[src/rtl/epm_pkg.sv]
package epm_pkg;
  typedef enum logic [1:0] {
    MARK_OFF  = 2'd0,
    MARK_OPT  = 2'd1,
    MARK_PESS = 2'd2
  } mark_mode_e;
endpackage

[src/rtl/epm_open_tracker.sv]
module epm_open_tracker #(
  parameter int NPORTS = 16,
  localparam int PORT_W = $clog2(NPORTS)
) (
  input  logic              clk_i,
  input  logic              rst_ni,
  input  logic              taint_i,
  input  logic              cls_eop_i,
  input  logic [PORT_W-1:0] cls_port_i,
  input  logic              new_sop_i,
  input  logic [PORT_W-1:0] new_port_i,
  output logic [NPORTS-1:0] open_o,
  output logic [NPORTS-1:0] sticky_o
);
  logic [NPORTS-1:0] open_q, sticky_q;

  for (genvar p = 0; p < NPORTS; p++) begin : g_port
    logic clr, set;
    assign clr = cls_eop_i && (cls_port_i == PORT_W'(p));
    assign set = new_sop_i && (new_port_i == PORT_W'(p));
    always_ff @(posedge clk_i or negedge rst_ni) begin
      if (!rst_ni) begin
        open_q[p]   <= 1'b0;
        sticky_q[p] <= 1'b0;
      end else begin
        open_q[p]   <= (open_q[p] && !clr) || set;
        sticky_q[p] <= (sticky_q[p] || (taint_i && open_q[p])) && !clr && !set;
      end
    end
  end

  assign open_o   = open_q;
  assign sticky_o = sticky_q;

  // a sticky mark can only live on an open packet
  assert_sticky_in_open_R7: assert property (@(posedge clk_i) disable iff (!rst_ni)
    (sticky_q & ~open_q) == '0);
endmodule

[src/rtl/epm_hold_stage.sv]
module epm_hold_stage #(
  parameter int DATA_W = 32,
  parameter int PORT_W = 4
) (
  input  logic              clk_i,
  input  logic              rst_ni,
  input  logic              cap_i,
  input  logic [DATA_W-1:0] cap_dat_i,
  input  logic [PORT_W-1:0] cap_port_i,
  input  logic              cap_sop_i,
  input  logic              close_i,
  input  logic              close_eop_i,
  input  logic              close_err_i,
  output logic              held_vld_o,
  output logic [PORT_W-1:0] held_port_o,
  output logic              out_vld_o,
  output logic [DATA_W-1:0] out_dat_o,
  output logic [PORT_W-1:0] out_port_o,
  output logic              out_sop_o,
  output logic              out_eob_o,
  output logic              out_eop_o,
  output logic              out_err_o
);
  logic              held_vld_q, held_sop_q;
  logic [DATA_W-1:0] held_dat_q;
  logic [PORT_W-1:0] held_port_q;
  logic              emit;

  assign emit = held_vld_q && (cap_i || close_i);

  always_ff @(posedge clk_i or negedge rst_ni) begin
    if (!rst_ni) begin
      held_vld_q  <= 1'b0;
      held_sop_q  <= 1'b0;
      held_dat_q  <= '0;
      held_port_q <= '0;
    end else if (cap_i) begin
      held_vld_q  <= 1'b1;
      held_sop_q  <= cap_sop_i;
      held_dat_q  <= cap_dat_i;
      held_port_q <= cap_port_i;
    end else if (close_i) begin
      held_vld_q  <= 1'b0;
    end
  end

  always_ff @(posedge clk_i or negedge rst_ni) begin
    if (!rst_ni) begin
      out_vld_o  <= 1'b0;
      out_dat_o  <= '0;
      out_port_o <= '0;
      out_sop_o  <= 1'b0;
      out_eob_o  <= 1'b0;
      out_eop_o  <= 1'b0;
      out_err_o  <= 1'b0;
    end else begin
      out_vld_o  <= emit;
      out_dat_o  <= held_dat_q;
      out_port_o <= held_port_q;
      out_sop_o  <= emit && held_sop_q;
      out_eob_o  <= emit && close_i;
      out_eop_o  <= emit && close_i && close_eop_i;
      out_err_o  <= emit && close_i && close_err_i;
    end
  end

  assign held_vld_o  = held_vld_q;
  assign held_port_o = held_port_q;

  assert_err_on_eob_R9: assert property (@(posedge clk_i) disable iff (!rst_ni)
    out_err_o |-> (out_eob_o && out_vld_o));
  assert_close_emits_R2: assert property (@(posedge clk_i) disable iff (!rst_ni)
    (close_i && held_vld_q) |=> (out_vld_o && out_eob_o));
  assert_no_ghost_R10: assert property (@(posedge clk_i) disable iff (!rst_ni)
    !held_vld_q |=> !out_vld_o);
endmodule

[src/rtl/epm_err_policy.sv]
module epm_err_policy
  import epm_pkg::*;
(
  input  logic [1:0] mode_i,
  input  logic       perr_i,
  input  logic       carry_i,
  input  logic       open_i,
  input  logic       sticky_i,
  output logic       err_o
);
  always_comb begin
    unique case (mode_i)
      MARK_OPT:  err_o = perr_i || carry_i;
      MARK_PESS: err_o = sticky_i || (perr_i && open_i);
      default:   err_o = 1'b0;
    endcase
  end
endmodule

[src/rtl/epm_marker.sv]
module epm_marker
  import epm_pkg::*;
#(
  parameter int NPORTS = 16,
  parameter int DATA_W = 32,
  localparam int PORT_W = $clog2(NPORTS)
) (
  input  logic              clk_i,
  input  logic              rst_ni,
  input  logic [1:0]        mode_i,
  input  logic              ctl_i,
  input  logic              ctl_perr_i,
  input  logic              ctl_next_i,
  input  logic              ctl_sop_i,
  input  logic              ctl_eop_i,
  input  logic [PORT_W-1:0] ctl_port_i,
  input  logic              dat_vld_i,
  input  logic [DATA_W-1:0] dat_i,
  output logic              out_vld_o,
  output logic [DATA_W-1:0] out_dat_o,
  output logic [PORT_W-1:0] out_port_o,
  output logic              out_sop_o,
  output logic              out_eob_o,
  output logic              out_eop_o,
  output logic              out_err_o
);
  logic              cap;
  logic [PORT_W-1:0] cur_port_q;
  logic              cur_first_q, cur_sop_q, carry_q;
  logic              held_vld;
  logic [PORT_W-1:0] held_port;
  logic [NPORTS-1:0] open_vec, sticky_vec;
  logic              close_err;

  assign cap = dat_vld_i && !ctl_i;

  // burst context from the opening control word
  always_ff @(posedge clk_i or negedge rst_ni) begin
    if (!rst_ni) begin
      cur_port_q  <= '0;
      cur_first_q <= 1'b0;
      cur_sop_q   <= 1'b0;
      carry_q     <= 1'b0;
    end else if (ctl_i) begin
      cur_port_q  <= ctl_port_i;
      cur_first_q <= ctl_next_i;
      cur_sop_q   <= ctl_next_i && ctl_sop_i;
      carry_q     <= (mode_i == MARK_OPT) && ctl_perr_i && ctl_next_i;
    end else if (cap) begin
      cur_first_q <= 1'b0;
    end
  end

  epm_open_tracker #(.NPORTS(NPORTS)) u_track (
    .clk_i      (clk_i),
    .rst_ni     (rst_ni),
    .taint_i    (ctl_i && ctl_perr_i && (mode_i == MARK_PESS)),
    .cls_eop_i  (ctl_i && ctl_eop_i && held_vld),
    .cls_port_i (held_port),
    .new_sop_i  (ctl_i && ctl_next_i && ctl_sop_i),
    .new_port_i (ctl_port_i),
    .open_o     (open_vec),
    .sticky_o   (sticky_vec)
  );

  epm_err_policy u_pol (
    .mode_i   (mode_i),
    .perr_i   (ctl_perr_i),
    .carry_i  (carry_q),
    .open_i   (open_vec[held_port]),
    .sticky_i (sticky_vec[held_port]),
    .err_o    (close_err)
  );

  epm_hold_stage #(.DATA_W(DATA_W), .PORT_W(PORT_W)) u_hold (
    .clk_i       (clk_i),
    .rst_ni      (rst_ni),
    .cap_i       (cap),
    .cap_dat_i   (dat_i),
    .cap_port_i  (cur_port_q),
    .cap_sop_i   (cur_first_q && cur_sop_q),
    .close_i     (ctl_i),
    .close_eop_i (ctl_eop_i),
    .close_err_i (close_err),
    .held_vld_o  (held_vld),
    .held_port_o (held_port),
    .out_vld_o   (out_vld_o),
    .out_dat_o   (out_dat_o),
    .out_port_o  (out_port_o),
    .out_sop_o   (out_sop_o),
    .out_eob_o   (out_eob_o),
    .out_eop_o   (out_eop_o),
    .out_err_o   (out_err_o)
  );

  assert_off_quiet_R1: assert property (@(posedge clk_i) disable iff (!rst_ni)
    (out_vld_o && ($past(mode_i) != MARK_OPT) && ($past(mode_i) != MARK_PESS)) |-> !out_err_o);
  assert_idle_drops_carry_R6: assert property (@(posedge clk_i) disable iff (!rst_ni)
    (ctl_i && !ctl_next_i) |=> !carry_q);
endmodule

[config.mk]
export PLATFORM = sky130hd
export DESIGN_NAME = epm_marker
export DESIGN_NICKNAME = d
export VERILOG_FILES = /design/src/rtl/epm_pkg.sv /design/src/rtl/epm_open_tracker.sv /design/src/rtl/epm_hold_stage.sv /design/src/rtl/epm_err_policy.sv /design/src/rtl/epm_marker.sv
export SDC_FILE = /design/constraint.sdc
export NUM_CORES = 1
export LEC_CHECK = 0
export BUFFER_PORTS_ARGS = -buffer_cell sky130_fd_sc_hd__buf_4
export CAP_MARGIN = 20
export CORE_MARGIN = 10
export CORE_UTILIZATION = 29
export DETAILED_ROUTE_END_ITERATION = 10
export MAX_ROUTING_LAYER = met4
export SETUP_SLACK_MARGIN = 0.05
export SKIP_LAST_GASP = 1
export SYNTH_ARGS = -nofsm -noshare
export SYNTH_HDL_FRONTEND = slang
export SYNTH_SLANG_ARGS = --single-unit
[constraint.sdc]
create_clock -name clk_i -period 2.86 [get_ports clk_i]
set_input_delay 0.286 -clock clk_i [delete_from_list [all_inputs] [get_ports clk_i]]
set_output_delay 0.286 -clock clk_i [all_outputs]
set_load 0.01 [all_outputs]
**After elaboration in Yosys (flattened, before gate mapping)**

Index checks and enable logic that the tools add are counted.

- Input bits: 46
- Logic and storage cells: 273
- Register bits after elaboration: 118

- Reductions and logical operators: 184
- Magnitude comparators: 1
- Equality and inequality tests: 32
- Multiplexer cells: 9

Operators by type and width:

| cell | number |
|---|---|
| $logic_and A1 B1 Y1 | 113 |
| $eq A4 B4 Y1 const B | 16 |
| $logic_or A1 B1 Y1 | 35 |
| $logic_not A1 Y1 | 33 |
| $eq A4 B3 Y1 const B | 8 |
| $eq A4 B2 Y1 const B | 4 |
| $bmux W1 S4 | 2 |
| $eq A4 B1 Y1 const B | 2 |
| $logic_not A4 Y1 | 2 |
| $mux W1 | 6 |
| $lt A4 B5 Y1 const B | 1 |
| $eq A2 B1 Y1 const B | 1 |
| $eq A2 B2 Y1 const B | 1 |
| $pmux W1 S2 | 1 |
| $reduce_bool A2 Y1 | 1 |

**Longest topological paths before layout**

- Depth in word-level cells: 6
- Gate-level depth with buffers: 7
- Mapped depth without buffers: 5

**By module**

From an unflattened synthesis, not the netlist that was laid out.

- Cells, all modules: 316
- Area total of the unflattened synthesis: 4549.4 um^2

Modules (own cells, without submodules):

| module | cells each | instances | area an instance (um^2) | sequential area each (um^2) |
|---|---|---|---|---|
| epm_hold_stage | 127 | 1 | 2508.7 | 1976.9 |
| epm_open_tracker | 136 | 1 | 1418.9 | 800.8 |
| epm_marker | 45 | 1 | 566.8 | 175.2 |
| epm_err_policy | 8 | 1 | 55.1 | 0.0 |

**Worst setup path before layout**

OpenSTA, ideal clock, no wires.

- Path type: register to register
- Start point: register u_hold.held_port_q[0], in the netlist u_hold.held_port_o[0]
- End point: register u_hold.out_err_o
- Arrival: 1621 ps
- Data required time: 2727 ps
- Period minus slack after synthesis: 1754 ps
- Path slack: 1106 ps
- Cell stages (with the launch flop): 6
- Cell sequence: dfrtp_1 > buf_6 > mux4_1 > mux4_2 > nor2_2 > a2111oi_2

- Longest elaborated chain between the ends: 6

RTL lines:

| what | line | RTL |
|---|---|---|
| start: declaration | epm_hold_stage.sv:26 | `logic [PORT_W-1:0] held_port_q;` |
| start signal: assignment | epm_hold_stage.sv:41 | `held_port_q <= cap_port_i;` |
| $bmux W1 S4 | epm_marker.sv:70 | `.open_i (open_vec[held_port]),` |
| $mux W1 (not written as such) | epm_marker.sv:70 |  |
| $logic_and A1 B1 Y1 | epm_err_policy.sv:14 | `MARK_PESS: err_o = sticky_i \|\| (perr_i && open_i);` |
| $logic_or A1 B1 Y1 (*) | epm_err_policy.sv:14 |  |
| $pmux W1 S2 (*) | epm_err_policy.sv:12 | `unique case (mode_i)` |
| $logic_and A1 B1 Y1 (*) | epm_hold_stage.sv:63 | `out_err_o <= emit && close_i && close_err_i;` |
| end signal: assignment | epm_hold_stage.sv:63 |  |
| end: declaration | epm_hold_stage.sv:22 | `output logic out_err_o` |

Every way passes the cells marked *; elsewhere a longest branch is shown, timed or not. The select of a mux whose other input is x is not followed.
A chain may end at the register's enable or synchronous reset.

**Final worst setup path**

Same ends and word-level chain as after synthesis.

==> results_dict.tcl <==
set metrics [dict create \
    synth-xor-area-share_pct 0 \
    p_clk_share_pct 42.7 \
    synth_cell_type_count 32 \
    r2r.worst_path.cells 4 \
    initial_utilization_pct 29.38 \
    grt_max_degree 70 \
    critPathCaptureType "register" \
    grt_pass1_wl_mm 16.39 \
    slowest_delay_ps 750 \
    fin_tns_setup_ps 0 \
    cts_setup_buffers 0 \
    place.gp.congestion 0.8203 \
    tightest_slew_ps 662.2 \
    setup_viol 0 \
    hold_violations 0 \
    synthAdderAreaFrac_pct 0.5645 \
    hp-class "in2reg" \
    synthArstFlopShare_pct 100.0 \
    numCtsBuffers 17 \
    layout_setup_ws_ps 703.6 \
    ioPinCount 87 \
    antenna_found_initial 0 \
    seq_power_share_pct 43.4 \
    fmax_mhz 463.7 \
    die_w_um 143.6 \
    dp_hpwl_mm 7.134 \
    die_y_um 143.6 \
    setup.worst_path.start "u_hold.held_port_o[0]" \
    worstPathMaxFanout 16 \
    synth_seq_area_share_pct 66.61 \
    root_buffer "clkbuf_16" \
    drt-total-wl_mm 10.02 \
    synth-main-ff-cell "dfrtp_1" \
    htreeDepth 4 \
    clock_latency_ps 400 \
    slew_headroom_pct 55.86 \
    die_area_um2 20630 \
    drt-initial-drc-count 150 \
    r2r-start "u_hold.held_port_o[0]" \
    syn_inst 319 \
    synthTopCellsByArea "dfrtp_1, mux2_1, mux4_2" \
    cp.required_ps 3140 \
    antenna_cells 0 \
    arrival_ps 2440 \
    grt_pass1_vias 3101 \
    worst_clock_skew_ps 7.841 \
    p_sw_share_pct 24.16 \
    powerDensity_nw_per_um2 854.1 \
    cts_sinks 118 \
    rows 45 \
    path_cells "mux4_1, mux4_2, nor2_2, a2111oi_2" \
    p_int_w 0.003825 \
    yosys.cell_count.top_type "dfrtp_1" \
    yosysTopAreaCell "dfrtp_1" \
    comb_power_share_pct 14.0 \
    dp_slack_ps 674.6 \
    path_clk_slew_ps 50 \
    worstReg2RegEnd "u_hold.out_err_o" \
    syn_area_um2 4433 \
    overflow 0 \
    viasPerCell 4.708 \
    min_period_ps 2156 \
    io_buffers 86 \
    drive_gt1_share_pct 30.19 \
    core_um2 15090 \
    cts_buffer_depth 2 \
    synth-seq-cells 118 \
    synth_compound_area_share_pct 7.875 \
    synth_top_family_by_area "multiplexers" \
    num_vias 2881 \
    syn_nets 367 \
    ys_warn_count 0 \
    rsz0062_at_grt "no" \
    final.period_utilization_pct 75.40 \
    slew_violations 0 \
    ir_drop_uv 401.3 \
    placedCellCount 580 \
    synth.top_cells.by_count "dfrtp_1, mux2_1, o21ai_1" \
    cap_violations 0 \
    area_delta_synth_final_pct 33.19 \
    total_power_w 0.005043 \
    nets 460 \
    synth_top_area_share_pct 66.61 \
    post-route-drc-count 0 \
    path_class "reg2reg" \
    cts_tree "built" \
    postCtsResizedCells 0 \
    synth-simple-area-share_pct 7.649 \
    avgSynthCellArea_um2 13.90 \
    leakagePower_nw 2.672 \
    switching_power_w 0.001218 \
    muxShareOfSynthArea_pct 14.90 \
    synth-edff-count 0 \
    r2r_setup_slack_ps 700 \
    endpoint "u_hold.out_err_o" \
    first_pass_iters 4 \
    finalNonFillerCells 612 \
    status "finished clean" \
    wire_per_inst_um 16.37 \
    grt.total_usage_pct 10.54 \
    slowest_stage "dfrtp_1" \
    worstSetupStartpointType "register" \
    ant_nets 0 \
]
sequential cells by signal (all words and copies together), names as in the netlist:
| name | cells |
|---|---|
| carry_q | 1 |
| cur_first_q | 1 |
| cur_port_q | 4 |
| cur_sop_q | 1 |
| u_hold.held_dat_q | 32 |
| u_hold.held_port_o | 4 |
| u_hold.held_sop_q | 1 |
| u_hold.held_vld_o | 1 |
| u_hold.out_dat_o | 32 |
| u_hold.out_eob_o | 1 |
| u_hold.out_eop_o | 1 |
| u_hold.out_err_o | 1 |
| u_hold.out_port_o | 4 |
| u_hold.out_sop_o | 1 |
| u_hold.out_vld_o | 1 |
| u_track.open_o | 16 |
| u_track.sticky_o | 16 |
power groups by stage:
stage	clock network (W)	logic, W	registers [W]
3_3_place_gp	0	0.000696	0.00221
3_5_place_dp	0	0.000717	0.00221
2_1_floorplan	0	0.000412	0.00216
5_1_grt	0.00229	0.000783	0.00223
4_1_cts	0.00221	0.000719	0.00219
6_report	0.00215	0.000704	0.00219
cell families after synthesis:
group                    Yosys count
multiplexers                      49
flip-flops                       118
adder cells (fa/ha/maj)            2
AND/OR/NAND/NOR                   67
AO/OA/AOI/OAI                     60
buffers and inverters             23
how the worst min path moves through the flow:
stage                         start                    to  slack, ps  cells past startpoint
final                     dat_vld_i           cur_first_q         90                      2
after global routing       dat_i[6]  u_hold.held_dat_q[6]         80                      2
after CTS                 dat_vld_i           cur_first_q         80                      2
after detailed placement     rst_ni  u_hold.out_dat_o[15]        350                      1
after global placement       rst_ni  u_hold.out_dat_o[15]        340                      1
after floorplan              rst_ni               carry_q        -10                      0
layout by cell type (no fill, tap or decap), types with 2 or more instances in the layout:
cell	netlist	layout
dfrtp_1	118	118
buf_4	0	86
mux2_1	40	40
o21ai_1	24	24
nor2_1	20	20
clkbuf_16	0	17
a21oi_1	16	16
o22ai_1	12	12
nor3_1	11	11
inv_1	8	8
nand2_1	8	8
nand2b_1	8	8
mux4_2	7	7
nand3_1	5	5
and3_1	4	4
clkbuf_8	0	4
nand3b_1	3	3
clkinv_2	0	3
bufinv_16	0	3
o21a_1	2	2
mux4_1	2	2
and3b_1	2	2
a21o_1	2	2
ha_1	2	2
clkbuf_1	7	2
buf_12	0	2
critical path: cells and delay by family, from the launching register on:
| family | cells | cell delay (ps) |
|---|---|---|
| compound gates | 1 | 70 |
| flops | 1 | 750 |
| mux | 2 | 1100 |
| simple gates | 1 | 110 |
stage by stage:
step	utilization (%)	hold WS [ps]	cell area, um^2
after floorplan	-	-9.591	4433
after global placement	35.02	340.5	5285
after detailed placement	35.02	350.8	5285
after CTS	39.13	78.78	5904
after global routing	39.13	77.34	5904
final	39.13	92.89	5904
what timing repair did:
action                                  in CTS  in global routing
hold buffers                                 1                  0
endpoints found under the setup margin       0                  0
hold endpoints to repair                    49                  0
metal layers:
| layer | part of all wire [%] | track usage (%) | wire length, um | vias to the layer above |
|---|---|---|---|---|
| li1 | - | - | - | 1319 |
| met1 | 44 | 12.43 | 4449 | 1458 |
| met2 | 47 | 15.63 | 4728 | 95 |
| met3 | 7.2 | 4.785 | 721 | 9 |
| met4 | 1.2 | 3.708 | 118 | 0 |
| met5 | 0 | - | 0 | - |
area by class of cell:
class / count / area, um^2
Clock buffer: 23 / 488.0
Multi-Input combinational cell: 178 / 1381
Clock inverter: 8 / 121.4
Sequential cell: 118 / 2953
Tap cell: 188 / 235.2
Timing Repair Buffer: 89 / 695.7
Fill cell: 1419 / 9185
Inverter: 8 / 30.03
Note: power is estimated with default switching activity, not from simulation.
